<file path="config.mk">
export PLATFORM = sky130hd
export DESIGN_NAME = os_timer
export DESIGN_NICKNAME = d
export VERILOG_FILES = /design/src/rtl/ost_pkg.sv /design/src/rtl/ost_decode.sv /design/src/rtl/ost_counter.sv /design/src/rtl/ost_match_bank.sv /design/src/rtl/ost_watchdog.sv /design/src/rtl/os_timer.sv
export SDC_FILE = /design/constraint.sdc
export NUM_CORES = 1
export LEC_CHECK = 0
export BUFFER_PORTS_ARGS = -buffer_cell sky130_fd_sc_hd__buf_2
export CORE_ASPECT_RATIO = 0.9
export CORE_MARGIN = 4
export CORE_UTILIZATION = 60
export DETAILED_ROUTE_END_ITERATION = 10
export HOLD_SLACK_MARGIN = 0.15
export PLACE_DENSITY = 0.89
export SLEW_MARGIN = 20
export SYNTH_ARGS = -nofsm -noshare
export SYNTH_HDL_FRONTEND = slang
export SYNTH_SLANG_ARGS = --single-unit
</file>
<file path="constraint.sdc">
create_clock -name clk_i -period 4.7 [get_ports clk_i]
set_input_delay 0.235 -clock clk_i [delete_from_list [all_inputs] [get_ports clk_i]]
set_output_delay 0.235 -clock clk_i [all_outputs]
set_load 0.02 [all_outputs]
</file>
<file path="src/rtl/ost_pkg.sv">
package ost_pkg;
  typedef enum logic [2:0] {
    RS_NONE,
    RS_MATCH,
    RS_CNT,
    RS_STAT,
    RS_WDOG,
    RS_IEN
  } reg_sel_e;

  localparam int unsigned OFS_CNT  = 32'h10;
  localparam int unsigned OFS_STAT = 32'h14;
  localparam int unsigned OFS_WDOG = 32'h18;
  localparam int unsigned OFS_IEN  = 32'h1C;
endpackage

</file>
<file path="src/rtl/ost_decode.sv">
module ost_decode
  import ost_pkg::*;
#(
  parameter int unsigned AW  = 8,
  parameter int unsigned NCH = 4,
  parameter int unsigned IW  = 2
) (
  input  logic [AW-1:0] addr_i,
  output reg_sel_e      sel_o,
  output logic [IW-1:0] idx_o
);
  assign idx_o = addr_i[IW+1:2];

  always_comb begin
    sel_o = RS_NONE;
    if (addr_i[1:0] == 2'b00) begin
      if (addr_i < AW'(4 * NCH))        sel_o = RS_MATCH;
      else if (addr_i == AW'(OFS_CNT))  sel_o = RS_CNT;
      else if (addr_i == AW'(OFS_STAT)) sel_o = RS_STAT;
      else if (addr_i == AW'(OFS_WDOG)) sel_o = RS_WDOG;
      else if (addr_i == AW'(OFS_IEN))  sel_o = RS_IEN;
    end
  end
endmodule

</file>
<file path="src/rtl/ost_counter.sv">
module ost_counter #(
  parameter int unsigned DW = 32
) (
  input  logic          clk_i,
  input  logic          rst_ni,
  input  logic          tick_i,
  input  logic          ld_i,
  input  logic [DW-1:0] ld_val_i,
  output logic [DW-1:0] cnt_o,
  output logic [DW-1:0] nxt_o,
  output logic          inc_o
);
  logic [DW-1:0] cnt_q;

  assign nxt_o = cnt_q + DW'(1);
  assign inc_o = tick_i & ~ld_i;
  assign cnt_o = cnt_q;

  always_ff @(posedge clk_i or negedge rst_ni) begin
    if (!rst_ni)    cnt_q <= '0;
    else if (ld_i)  cnt_q <= ld_val_i;
    else if (inc_o) cnt_q <= nxt_o;
  end
endmodule

</file>
<file path="src/rtl/ost_match_bank.sv">
module ost_match_bank #(
  parameter int unsigned DW  = 32,
  parameter int unsigned NCH = 4,
  parameter int unsigned IW  = 2
) (
  input  logic                    clk_i,
  input  logic                    rst_ni,
  input  logic                    wr_i,
  input  logic [IW-1:0]           idx_i,
  input  logic [DW-1:0]           wdata_i,
  input  logic                    inc_i,
  input  logic [DW-1:0]           nxt_i,
  input  logic [NCH-1:0]          en_i,
  input  logic                    clr_i,
  input  logic [NCH-1:0]          clr_mask_i,
  output logic [NCH-1:0][DW-1:0]  match_o,
  output logic [NCH-1:0]          hit_o,
  output logic [NCH-1:0]          stat_o
);
  for (genvar g = 0; g < NCH; g++) begin : g_ch
    logic [DW-1:0] match_q;
    logic          stat_q;

    // compare against the post-increment value so one step = one event
    assign hit_o[g]   = inc_i && (nxt_i == match_q);
    assign match_o[g] = match_q;
    assign stat_o[g]  = stat_q;

    always_ff @(posedge clk_i or negedge rst_ni) begin
      if (!rst_ni) begin
        match_q <= '0;
        stat_q  <= 1'b0;
      end else begin
        if (wr_i && idx_i == IW'(g)) match_q <= wdata_i;
        if (hit_o[g] && en_i[g])     stat_q <= 1'b1;
        else if (clr_i && clr_mask_i[g]) stat_q <= 1'b0;
      end
    end
  end
endmodule

</file>
<file path="src/rtl/ost_watchdog.sv">
module ost_watchdog (
  input  logic clk_i,
  input  logic rst_ni,
  input  logic wr_i,
  input  logic wbit_i,
  input  logic fire_i,
  output logic en_o,
  output logic req_o
);
  logic en_q, req_q;

  always_ff @(posedge clk_i or negedge rst_ni) begin
    if (!rst_ni) begin
      en_q  <= 1'b0;
      req_q <= 1'b0;
    end else begin
      req_q <= 1'b0;
      if (fire_i && en_q) begin
        req_q <= 1'b1;
        en_q  <= 1'b0;
      end else if (wr_i) begin
        en_q <= wbit_i;
      end
    end
  end

  assign en_o  = en_q;
  assign req_o = req_q;
endmodule

</file>
<file path="src/rtl/os_timer.sv">
module os_timer
  import ost_pkg::*;
#(
  parameter int unsigned DW    = 32,
  parameter int unsigned NCH   = 4,
  parameter int unsigned AW    = 8,
  parameter int unsigned IEN_W = 12
) (
  input  logic           clk_i,
  input  logic           rst_ni,
  input  logic           tick_i,
  input  logic           sel_i,
  input  logic           we_i,
  input  logic [AW-1:0]  addr_i,
  input  logic [DW-1:0]  wdata_i,
  output logic [DW-1:0]  rdata_o,
  output logic           err_o,
  output logic [NCH-1:0] irq_o,
  output logic           rst_req_o
);
  localparam int unsigned IW    = (NCH > 1) ? $clog2(NCH) : 1;
  localparam int unsigned WD_CH = NCH - 1;

  reg_sel_e              rsel;
  logic [IW-1:0]         idx;
  logic                  wr;
  logic [DW-1:0]         cnt, nxt;
  logic                  inc;
  logic [NCH-1:0][DW-1:0] match;
  logic [NCH-1:0]        hit, stat;
  logic [IEN_W-1:0]      ien_q;
  logic                  wdog_en;
  logic [DW-1:0]         rd_mux, rdata_q;
  logic                  err_q;

  assign wr = sel_i & we_i;

  ost_decode #(.AW(AW), .NCH(NCH), .IW(IW)) u_dec (
    .addr_i(addr_i), .sel_o(rsel), .idx_o(idx)
  );

  ost_counter #(.DW(DW)) u_cnt (
    .clk_i(clk_i), .rst_ni(rst_ni), .tick_i(tick_i),
    .ld_i(wr && rsel == RS_CNT), .ld_val_i(wdata_i),
    .cnt_o(cnt), .nxt_o(nxt), .inc_o(inc)
  );

  ost_match_bank #(.DW(DW), .NCH(NCH), .IW(IW)) u_mb (
    .clk_i(clk_i), .rst_ni(rst_ni),
    .wr_i(wr && rsel == RS_MATCH), .idx_i(idx), .wdata_i(wdata_i),
    .inc_i(inc), .nxt_i(nxt), .en_i(ien_q[NCH-1:0]),
    .clr_i(wr && rsel == RS_STAT), .clr_mask_i(wdata_i[NCH-1:0]),
    .match_o(match), .hit_o(hit), .stat_o(stat)
  );

  ost_watchdog u_wd (
    .clk_i(clk_i), .rst_ni(rst_ni),
    .wr_i(wr && rsel == RS_WDOG), .wbit_i(wdata_i[0]),
    .fire_i(hit[WD_CH]), .en_o(wdog_en), .req_o(rst_req_o)
  );

  always_ff @(posedge clk_i or negedge rst_ni) begin
    if (!rst_ni)                     ien_q <= '0;
    else if (wr && rsel == RS_IEN)   ien_q <= wdata_i[IEN_W-1:0];
  end

  always_comb begin
    rd_mux = '0;
    unique case (rsel)
      RS_MATCH: rd_mux = match[idx];
      RS_CNT:   rd_mux = cnt;
      RS_STAT:  rd_mux[NCH-1:0] = stat;
      RS_WDOG:  rd_mux[0] = wdog_en;
      RS_IEN:   rd_mux[IEN_W-1:0] = ien_q;
      default:  rd_mux = '0;
    endcase
  end

  always_ff @(posedge clk_i or negedge rst_ni) begin
    if (!rst_ni) begin
      rdata_q <= '0;
      err_q   <= 1'b0;
    end else begin
      err_q <= sel_i && rsel == RS_NONE;
      if (sel_i && !we_i) rdata_q <= rd_mux;
    end
  end

  assign rdata_o = rdata_q;
  assign err_o   = err_q;
  assign irq_o   = stat;
endmodule

</file>
==> flow_summary.yaml, run 1 <==
routing:
  vias: 11300
  drc: 0
  drtAntennaViolNets: 0
  wl_per_cell_um: 27.2
  wl_um: 45000
  vias_per_cell: 6.87
  first_iter_violations: 1294
  drt-pass1-iter-count: 6
sta:
  fin_skew_ns: 0.0117
  final.min_clock_period_ns: 4.01
  finalHoldViolCount: 0
  timing.setup.tns_ns: 0
  drv_slew: 0
  setup_viol: 0
  slew-limit-headroom_pct: 22.2
  timing.final.crit_share_pct: 85.3
  worst_pin_slew_ns: 1.14
  max_freq_ghz: 0.249
  rsz0062_at_grt: "no"
  fin_hold_ws_ns: 0.201
worst_setup_path:
  critPathMaxStageDelay_ns: 0.67
  critPathMaxFanout: 10
  required_ns: 5.09
  path_cells: "ha_1, nand4_1, or4_1, o21ai_0, a31oi_1, or3_1, or4_1, nor4_1, nor2_1"
  worst-setup-path-type: "register to register"
  slowest_stage: "or4_1"
  arrival_ns: 4.40
  path_buf_inv: 0
  cp_top_family: "simple AND/OR/NAND/NOR gates"
  cp_common_cell: "or4_1"
  crit_path_start_kind: "register"
  crit_path_end_kind: "register"
grt:
  grt_max_degree: 110
  grt_pass1_vias: 11000
  grt_usage_pct: 37.1
  grt_pass1_wl_um: 68500
  antenna_found_initial: 0
  grt_overflow: 0
power:
  power_frac_comb_pct: 21.6
  power.internal_mw: 3.52
  p_switching_mw: 1.61
  seq_power_share_pct: 40.8
  clkPwrFrac_pct: 37.6
  power_density_mw_per_mm2: 343
  peakVddDrop_uv: 326
  switching_share_pct: 31.4
  p_leak_nw: 6.52
floorplanning:
  core-area_mm2: 0.0211
  die_w_um: 164
  io_pins: 83
  dieArea_mm2: 0.0242
  die_h_um: 148
  start_util_pct: 61.9
  rows: 50
layout:
  multi_input_area_mm2: 0.00740
  drive_gt1_share_pct: 25.6
  insertedDiodeCount: 0
  fin_nets: 1397
  area_growth_pct: 14.2
  seqCellArea_mm2: 0.00528
  fillers: 1550
synth:
  syn-cell-area_mm2: 0.0131
  ys.flop_type: "dfrtp_1"
  yosys-top-cells-area: "dfrtp_1, mux2_2, xnor2_1"
  synthTopCellsByCount: "dfrtp_1, mux2_2, nor2_1, xnor2_1, nand2_1"
  async_flop_share_pct: 100
  yosys_register_bits: 211
  syn_avg_cell_area_um2: 10.3
  synth_cells: 1265
  synth_top_area_share_pct: 40.4
  ys_seq_area_share_pct: 40.4
  synthesis.nets: 1311
  netlist-cell-type-count: 75
  synth_edf_count: 0
  yosysMostFrequentCell: "dfrtp_1"
  synth_top_cell_by_area: "dfrtp_1"
  yosys_warnings: 0
clocking:
  root_buffer: "clkbuf_16"
  clock_path_buffers: 3
  post_cts_buffers: 0
  h-tree-depth: 1
  cts_made_buffers: 22
  cts.sinks: 211
  insertion_delay_ns: 0.52
  clk_pin_slew_ns: 0.06
  cts_tree: "done"
job:
  maxCapViolations: 0
status:
  status: "finished, final reports clean"
place:
  gp_congestion: 1.09
  dp_hpwl_um: 31700
  port_buffers: 82
min_path:
  hp-class: "input port to register"
[power groups by stage]
stage,Clock (mW),Sequential [mW],Combinational (mW)
after global placement,0,2.11,1.03
after detailed placement,0,2.11,1.05
final,1.93,2.09,1.11
after CTS,1.94,2.08,1.08
after global routing,2.02,2.10,1.19
after floorplan,0,2.04,0.761
[state kept, by name (all words and copies together), names as in the netlist]
name and count:
err_o 1, u_mb.g_ch.match_q 128, u_mb.g_ch.stat_q 4, ien_q 12, u_wd.req_o 1, u_wd.en_o 1, rdata_o 32, u_cnt.cnt_o 32
[routing by layer]
| layer | global-route usage [%] | vias up | routed length [um] |
|---|---|---|---|
| met3 | 9.31 | 105 | 5220 |
| met4 | 9.27 | 0 | 1420 |
| met5 | 0 | - | 0 |
| met1 | 52.6 | 5692 | 18000 |
| li1 | - | 4818 | - |
| met2 | 57.9 | 732 | 20300 |
[area by class of cell]
class / instances / share of cell area (%)
Clock buffer: 29 / 4.27
Clock inverter: 10 / 1.08
Inverter: 15 / 0.377
Multi-Input combinational cell: 949 / 49.5
Sequential cell: 211 / 35.3
Tap cell: 286 / 2.39
Timing Repair Buffer: 152 / 7.00
[path summary, 6_finish.rpt]
path                                       startpoint                              endpoint  slack [ns]  depth (start not counted)
min                                         addr_i[4]                rdata_o[2]$_DFFE_PN0P_        0.20                          3
max in group asynchronous                      rst_ni   u_mb.g_ch[1].match_q[1]$_DFFE_PN0P_        3.36                          3
min in group asynchronous                      rst_ni  u_mb.g_ch[0].match_q[17]$_DFFE_PN0P_        0.32                          2
max reg2reg                u_cnt.cnt_o[0]$_DFFE_PN0P_                 u_wd.en_o$_DFFE_PN0P_        0.69                          9
min reg2reg                    rdata_o[4]$_DFFE_PN0P_                rdata_o[4]$_DFFE_PN0P_        0.47                          2
max                        u_cnt.cnt_o[0]$_DFFE_PN0P_                 u_wd.en_o$_DFFE_PN0P_        0.69                          9
[repair_timing]
action / 4_1_cts / 5_1_grt
setup endpoints to repair: 0 / 0
hold buffers: 35 / 0
gates resized for setup: 0 / 0
endpoints found under the hold margin: 284 / 0
[tightest hold or removal path, stage by stage]
cell     delay, ns
buf_2         0.15
a21oi_1       0.11
a22o_1        0.17
[layout by cell type (no fill, tap or decap), types with 21 or more instances in the layout]
master         instances
nand4_1               23
nor4_1                27
nor2_1               111
buf_4                 34
dlygate4sd3_1         35
nand2_1               73
xnor2_1              106
clkbuf_16             23
buf_2                 81
nor3_1                21
xor2_1                60
mux4_2                32
mux2_2               141
o21ai_0               49
dfrtp_1              211
a221oi_1              21
nand3_1               42
a21oi_1               50
[through the flow]
stage / utilization, % / power (mW) / area (um2) / std cells / setup WS (ns)
floorplan: - / 2.80 / 13100 / 1265 / 1.28
global placement: 65.2 / 3.14 / 13800 / 1578 / 0.923
detailed placement: 65.2 / 3.16 / 13800 / 1578 / 0.846
CTS: 70.7 / 5.11 / 14900 / 1652 / 0.809
global route: 70.7 / 5.31 / 14900 / 1652 / 0.550
finish: 70.7 / 5.13 / 14900 / 1652 / 0.690
[logic make-up (layout without fill, tap and decap cells)]
group / count (synthesis) / after routing / synth area share, %
multiplexers: 179 / 179 / 18.1
XOR/XNOR: 170 / 170 / 11.8
flip-flops: 211 / 211 / 40.4
AO/OA/AOI/OAI: 217 / 217 / 11.2
AND/OR/NAND/NOR: 382 / 382 / 15.2
adder cells (fa/ha/maj): 1 / 1 / 0.0956
buffers and inverters: 105 / 206 / 3.27
No activity file was read; power rests on OpenSTA's default activity.
==> run 2: changes to the inputs <==
==> constraint.sdc (replaced) <==
create_clock -name clk_i -period 4.7 [get_ports clk_i]
set_input_delay 0 -clock clk_i [delete_from_list [all_inputs] [get_ports clk_i]]
set_output_delay 0 -clock clk_i [all_outputs]
set_load 0.02 [all_outputs]
==> run 2 against run 1 <==
Against the previous run:
- via count is essentially flat
- register-to-register slack got worse by 0.14 ns
- count of clock-buffer cells in the layout is 3 higher
- cell count rose by 0.24%
- largest power group unchanged
- highest routed layer is now met5
==> flow_summary.yaml, run 2 (same netlist as run 1, synthesis figures left out) <==
sta:
  fin_skew_ns: 0.0130
  finalHoldViolCount: 0
  timing.final.crit_share_pct: 88.4
  slew-limit-headroom_pct: 33.5
  rsz0062_at_grt: "no"
  setup_viol: 0
  final.min_clock_period_ns: 4.15
  fin_ws_ns: 0.545
  timing.setup.tns_ns: 0
  max_freq_ghz: 0.241
  drv_slew: 0
  worst_pin_slew_ns: 0.990
worst_setup_path:
  cp_common_cell: "nor4_1"
  required_ns: 5.09
  path_buf_inv: 0
  path_cells: "nand2_1, or4_4, nor4_4, xnor2_1, nor4_1, nand4_1, nor4_1, nor2_1"
  critPathMaxStageDelay_ns: 0.75
  arrival_ns: 4.55
  cp_top_family: "simple AND/OR/NAND/NOR gates"
  critPathMaxFanout: 17
  slowest_stage: "or4_4"
  crit_path_end_kind: "register"
  crit_path_start_kind: "register"
  worst-setup-path-type: "register to register"
clocking:
  post_cts_resized: 0
  cts.sinks: 211
  clk_pin_slew_ns: 0.06
  h-tree-depth: 1
  root_buffer: "clkbuf_16"
  insertion_delay_ns: 0.52
  clock_path_buffers: 3
  cts_made_buffers: 23
  cts_tree: "done"
status:
  status: "finished, final reports clean"
routing:
  drtAntennaViolNets: 0
  drc: 0
  wl_um: 44900
  wl_per_cell_um: 27.1
  drt-pass1-iter-count: 8
  vias: 11300
  vias_per_cell: 6.85
  first_iter_violations: 1540
layout:
  regMostFlops: "u_mb.g_ch.match_q"
  seqCellArea_mm2: 0.00528
  finalInstanceArea_mm2: 0.0149
  fillers: 1532
  area_growth_pct: 14.2
  final_common_cell: "dfrtp_1"
  drive_gt1_share_pct: 25.1
  largest_register_ffs: 128
  insertedDiodeCount: 0
  multi_input_area_mm2: 0.00740
  mostFrequentLayoutCells: "dfrtp_1, mux2_2, nor2_1"
  fin_nets: 1403
floorplanning:
  start_util_pct: 61.9
  core-area_mm2: 0.0211
  die_h_um: 148
  die_w_um: 164
  io_pins: 83
  dieArea_mm2: 0.0242
  rows: 50
min_path:
  hp-class: "input port to register"
grt:
  grt_pass1_wl_um: 69500
  grt_usage_pct: 37.3
  grt_overflow: 0
  grt_pass1_vias: 11400
  antenna_found_initial: 1
  grt_max_degree: 109
power:
  peakVddDrop_uv: 333
  power_density_mw_per_mm2: 333
  p_leak_nw: 6.52
  finalPower_mw: 4.98
job:
  maxCapViolations: 0
place:
  dpl-instance-area_mm2: 0.0138
  port_buffers: 82
  gp_congestion: 1.10
  dp_worst_setup_slack_ns: 0.762
  dp_hpwl_um: 31900
## run 2: cell type report
| class | count | share of cell area [%] |
|---|---|---|
| multi-input combinational | 949 | 49.5 |
| sequential | 211 | 35.3 |
| timing repair buffer | 157 | 7.42 |
| clock buffer | 32 | 4.54 |
| tap | 286 | 2.39 |
| clock inverter | 6 | 0.435 |
| inverter | 15 | 0.377 |
## run 2: repair_timing
| action | CTS | global route |
|---|---|---|
| buffers inserted | 0 | 0 |
| hold buffers | 45 | 0 |
| endpoints found under the hold margin | 309 | 0 |
## run 2: final timing paths
kind,start,end,slack [ns],cells past startpoint
setup / recovery,u_cnt.cnt_o[4]$_DFFE_PN0P_,u_wd.en_o$_DFFE_PN0P_,0.55,8
min in group asynchronous,rst_ni,rdata_o[20]$_DFFE_PN0P_,0.63,3
hold / removal,tick_i,u_cnt.cnt_o[0]$_DFFE_PN0P_,0.17,3
setup reg to reg,u_cnt.cnt_o[4]$_DFFE_PN0P_,u_wd.en_o$_DFFE_PN0P_,0.55,8
max in group asynchronous,rst_ni,u_mb.g_ch[0].match_q[18]$_DFFE_PN0P_,2.96,4
hold reg to reg,rdata_o[4]$_DFFE_PN0P_,rdata_o[4]$_DFFE_PN0P_,0.47,2
## run 2: metal layers
metal / GRT usage [%] / wire length (um) / vias up / part of all wire [%]
met1: 53.9 / 18100 / 5711 / 40
met2: 58.5 / 20600 / 703 / 46
li1: - / - / 4823 / -
met3: 7.29 / 4860 / 105 / 11
met4: 9.48 / 1280 / 2 / 2.9
met5: 0 / 13 / - / 0.029
## run 2: where the power goes
group	switching, mW	internal, mW	total [mW]	leakage [nW]
Clock	0.742	1.06	1.80	0.373
Combinational	0.641	0.429	1.07	3.32
Sequential	0.201	1.91	2.11	2.83
Total	1.58	3.40	4.98	6.52
## run 2: worst min-delay path, stage by stage
cell and delay, ns:
buf_2 0.32, xnor2_1 0.25, a21oi_1 0.06
## run 2: metrics by stage
step,hold WS [ns],util [%],std cells
global route,0.178,70.7,1656
CTS,0.156,70.7,1656
finish,0.172,70.7,1656
floorplan,-0.296,-,1265
global placement,0.0823,65.0,1573
detailed placement,0.0891,65.0,1573
